### src/rtl/variant_runlen_seq.sv
module variant_runlen_seq #(
  parameter int IDW   = 4,
  parameter int DISTW = 16,
  parameter int DEPTH = 64,
  localparam int AW   = $clog2(DEPTH)
) (
  input  logic             clk,
  input  logic             rst_n,
  input  logic             load_we,
  input  logic [AW-1:0]    load_addr,
  input  logic [IDW-1:0]   load_id,
  input  logic [DISTW-1:0] load_dist,
  input  logic             start,
  input  logic             fire,
  output logic             fire_ok,
  output logic             active,
  output logic [IDW-1:0]   var_id,
  output logic             src_a,
  output logic             src_b,
  output logic [2:0]       out_en,
  output logic             done
);
  localparam logic [AW:0] PEND = (AW+1)'(DEPTH);

  typedef enum logic [1:0] {S_IDLE, S_FETCH, S_RUN, S_DONE} st_t;

  logic [IDW+DISTW-1:0] sched [DEPTH];
  st_t                  state;
  logic [AW:0]          ptr;
  logic [DISTW-1:0]     cnt;
  logic [IDW-1:0]       cur_id;
  logic [IDW-1:0]       ent_id;
  logic [DISTW-1:0]     ent_dist;
  logic [4:0]           pat;
  logic                 last;

  always_ff @(posedge clk)
    if (load_we) sched[load_addr] <= {load_id, load_dist};

  assign {ent_id, ent_dist} = sched[ptr[AW-1:0]];
  assign last = (cnt == DISTW'(1));

  always_ff @(posedge clk) begin
    if (!rst_n) begin
      state  <= S_IDLE;
      ptr    <= '0;
      cnt    <= '0;
      cur_id <= '0;
    end else if (start) begin
      state <= S_FETCH;
      ptr   <= '0;
      cnt   <= '0;
    end else begin
      case (state)
        S_FETCH:
          if (ptr == PEND || ent_dist == '0) begin
            state <= S_DONE;
          end else begin
            cnt    <= ent_dist;
            cur_id <= ent_id;
            ptr    <= ptr + 1'b1;
            state  <= S_RUN;
          end
        S_RUN:
          if (fire) begin
            cnt <= cnt - 1'b1;
            if (last) state <= S_FETCH;
          end
        default: ;
      endcase
    end
  end

  always_comb begin
    case (cur_id)
      4'd1:    pat = 5'b0_0_001;
      4'd2:    pat = 5'b1_0_011;
      4'd3:    pat = 5'b0_1_110;
      4'd4:    pat = 5'b1_1_101;
      4'd5:    pat = 5'b0_0_111;
      4'd6:    pat = 5'b1_1_010;
      4'd7:    pat = 5'b0_1_001;
      4'd8:    pat = 5'b1_0_100;
      4'd9:    pat = 5'b0_0_100;
      default: pat = 5'b0_0_000;
    endcase
  end

  assign active  = (state == S_RUN);
  assign done    = (state == S_DONE);
  assign fire_ok = active & fire;
  assign var_id  = active ? cur_id : '0;
  assign src_a   = active & pat[4];
  assign src_b   = active & pat[3];
  assign out_en  = active ? pat[2:0] : 3'b000;

  assert_count_step_R3: assert property (@(posedge clk) disable iff (!rst_n)
    (active && fire && !last && !start) |=> (active && cnt == $past(cnt) - 1'b1 && var_id == $past(var_id)));

  assert_hold_idle_fire_R3: assert property (@(posedge clk) disable iff (!rst_n)
    (active && !fire && !start) |=> (active && $stable(cnt)));

  assert_fetch_stall_R4: assert property (@(posedge clk) disable iff (!rst_n)
    (active && fire && last && !start) |=> (!active && !fire_ok));

  assert_live_count_R3: assert property (@(posedge clk) disable iff (!rst_n)
    active |-> cnt != '0);

  assert_done_hold_R5: assert property (@(posedge clk) disable iff (!rst_n)
    (done && !start) |=> done);

  assert_quiet_R9: assert property (@(posedge clk) disable iff (!rst_n)
    !active |-> (!fire_ok && out_en == 3'b000 && !src_a && !src_b));

  assert_restart_R11: assert property (@(posedge clk) disable iff (!rst_n)
    start |=> (!active && !done));
endmodule

### config.mk
export PLATFORM = sky130hd
export DESIGN_NAME = variant_runlen_seq
export DESIGN_NICKNAME = d
export VERILOG_FILES = /design/src/rtl/variant_runlen_seq.sv
export SDC_FILE = /design/constraint.sdc
export NUM_CORES = 1
export LEC_CHECK = 0
export ABC_AREA = 0
export BUFFER_PORTS_ARGS = -buffer_cell sky130_fd_sc_hd__buf_2
export CORE_MARGIN = 2
export CORE_UTILIZATION = 35
export DETAILED_ROUTE_END_ITERATION = 8
export MAX_ROUTING_LAYER = met4
export PLACE_DENSITY_LB_ADDON = 0.25
export SETUP_SLACK_MARGIN = 0.3
export SLEW_MARGIN = 0
export SYNTH_ARGS = -nofsm -noshare
export SYNTH_HDL_FRONTEND = slang
export SYNTH_SLANG_ARGS = --single-unit
### constraint.sdc
create_clock -name clk -period 6.8 [get_ports clk]
set_input_delay 1.7 -clock clk [delete_from_list [all_inputs] [get_ports clk]]
set_output_delay 1.7 -clock clk [all_outputs]
set_load 0.02 [all_outputs]
==> key figures <==
Global route
  – Grt ovf: 0
  – Vias in the first global route: 25631
  – First-pass GRT wire length: 196000 um
  – Antenna violations before repair: 13
  – Largest net degree at the start of global routing: 70
  – Total GRT Usage: 0.191

Setup path
  – CP Data Arrival Time: 6.34 ns
  – CP Max Fanout: 40
  – CP Class: flop to flop
  – Element type at the critical path end: flop
  – Crit-path leading delay family: compound AO/OA/AOI/OAI gates
  – Worst EP required: 7.47 ns
  – Crit-path cells: buf_12 > buf_4 > mux4_2 > mux2i_1 > o22ai_1 > a21oi_1 > a31oi_1 > nor4b_4 > nand4_2 > a21oi_2 > buf_4 > o21ai_0 > a21oi_1
  – Buf/Inv on CP: 3
  – Startpoint types: flop
  – R2r setup slk: 1.13 ns
  – Max incr delay on CP: 0.99 ns
  – Max stage delay cell, worst path: a21oi_2

STA
  – Slew @ Worst Pin: 1.29 ns
  – Final period utilization: 0.834
  – Slew Limit Fails: 0
  – Setup_tns: 0 ns
  – Slew margin rel.: 0.143
  – Tmin final: 5.67 ns
  – Setup violators final: 0
  – RSZ-0062 raised after global routing: no
  – F_max: 176 MHz
  – Final Hold Viols: 0
  – Clk_skew: 0.0241 ns

Cells and area
  – FILL cells: 12717
  – Final nets: 2594
  – Most frequent cells in the layout: edfxtp_1, mux4_2, clkbuf_16
  – Fraction of final layout cells sized beyond drive strength 1: 0.289
  – Finished Layout Cells: 4587
  – Most common cell after layout, fill and taps aside: edfxtp_1
  – Area Overhead vs Synth: 14.2%

Routing
  – ANT nets after route: 0
  – DRC violations left: 0
  – DR vias: 25419
  – Drt total wl: 140000 um
  – Wire per inst: 30.6 um
  – DR vias/cell: 5.54
  – Detailed-router iteration count before antenna repair: 7
  – DRT iter0 DRCs: 2959

Power
  – P_leak: 0.0177 uW
  – Peak VDD IR: 0.000205 V
  – Pwr per Cell Area: 286 nW/um2

Placement
  – Global placement routability congestion: 0.957
  – Post-Place Cells: 4331
  – Port buffer count: 42
  – HPWL after detailed placement: 81100 um

Synthesis
  – Post-synthesis sequential area ratio: 0.761
  – Total number of yosys warnings: 0
  – Cells after synthesis: 2404
  – Synthesized area: 51500 um2
  – Flops & latches, synth: 1320
  – Syn_nets: 2443
  – Post-synth EDFFs: 1280
  – Ys flop type: edfxtp_1
  – Async set or reset register ratio after synthesis: 0
  – Syn_area_per_cell: 21.4 um2
  – Synth unique cells: 72

Die
  – IO Pins: 43
  – Die width: 388 um
  – Die area: 150000 um2
  – Die outline height: 388 um
  – Rows: 140
  – Core box area: 146000 um2
  – Initial Util: 0.353

CTS
  – CTS clk-pin slew, worst paths: 0.06 ns
  – Worst skew pair latency: 0.77 ns
  – Num CTS Buffers: 139
  – Post-CTS Setup Inserts: 0
  – Clock Tree Buf Depth: 3
  – Clock Root Buffer: clkbuf_16
  – Cts hold-fix bufs: 0
  – Cts repair resizes: 0
  – Sinks on Clock Net: 1320
  – CTS H-tree depth: 4
  – CTS tree: built

Hold path
  – Hold WC Path Type: flop to flop

Status
  – Status: complete, no violations

Run
  – Max_cap viols: 0
flip-flops by register name, summed over array words and instances (netlist names), named ones only:
register / cells
ptr: 7
state: 2
cnt: 16
pat: 5
cur_id: 4
sched: 1280
layer usage:
metal,share of wire,track usage
met2,0.48,0.295
met4,0.032,0.0673
met5,0,-
met1,0.40,0.247
met3,0.083,0.0474
path summary, 6_finish.rpt:
| path | from | to | cells after the start |
|---|---|---|---|
| setup / recovery | flop | cnt[13] | 13 |
| hold / removal | state[0] | state[1] | 2 |
| setup reg to reg | flop | cnt[13] | 13 |
| hold reg to reg | state[0] | state[1] | 2 |
final cells by class:
| type | count | area, um2 | area share |
|---|---|---|---|
| Inverter | 12 | 45.0 | 0.000765 |
| Clock inverter | 71 | 662 | 0.0112 |
| Timing Repair Buffer | 139 | 1030 | 0.0174 |
| Tap cell | 1917 | 2400 | 0.0407 |
| Sequential cell | 1320 | 39300 | 0.667 |
| Multi-Input combinational cell | 943 | 11800 | 0.200 |
| Clock buffer | 179 | 3690 | 0.0627 |
| Antenna cell | 6 | 15.0 | 0.000255 |
cells by family after synthesis:
logic type,synth area share
compound gates,0.0251
xor+xnor,0.00136
fa+ha+maj,0.00194
buf+inv,0.0159
flops,0.761
mux,0.165
simple gates,0.0290
synthesized netlist by cell type, types with 7 or more instances:
cell type,n,area (um2)
a22oi_1,25,188
buf_2,52,260
inv_1,10,37.5
xor2_1,7,61.3
nor2_1,117,439
nand2b_1,17,106
nor2b_1,13,81.3
nand2_1,56,210
and3_1,15,93.8
buf_4,26,195
edfxtp_1,1280,38400
o22ai_1,10,62.6
nor3_1,18,90.1
a21oi_1,43,215
a211o_1,7,61.3
mux2_2,11,124
or2_2,7,43.8
a221oi_1,14,123
mux4_2,333,7500
nand4_1,9,56.3
o21ai_0,29,145
ha_1,8,100
buf_6,14,158
and2_1,9,56.3
dfxtp_1,40,801
o221ai_1,7,61.3
mux2i_1,89,891
nand3_1,22,110
clkbuf_1,30,113
power breakdown:
part | leakage (uW) | switching, uW | internal [uW]
combinational | 0.00370 | 349 | 166
sequential | 0.0118 | 25.2 | 8980
clock | 0.00212 | 3140 | 4160
total | 0.0177 | 3510 | 13300
per-stage QoR:
stage	util	hold WS [ns]	cell area (um2)	power [uW]	worst slack, ns
2_1_floorplan	-	0.437	51500	9430	2.64
3_3_place_gp	0.374	0.453	54500	9680	1.35
3_5_place_dp	0.374	0.454	54500	9700	1.28
4_1_cts	0.403	0.469	58900	17000	1.24
5_1_grt	0.403	0.494	58900	17300	0.826
6_report	0.404	0.472	58900	16800	1.13
worst register-to-register path, cell delays in order (launching register included):
cell	delay, ns
dfxtp_4	0.85
buf_12	0.40
buf_4	0.35
mux4_2	0.54
mux2i_1	0.15
o22ai_1	0.09
a21oi_1	0.54
a31oi_1	0.30
nor4b_4	0.38
nand4_2	0.42
a21oi_2	0.99
buf_4	0.29
o21ai_0	0.12
a21oi_1	0.16
No activity file was read; power rests on OpenSTA's default activity.
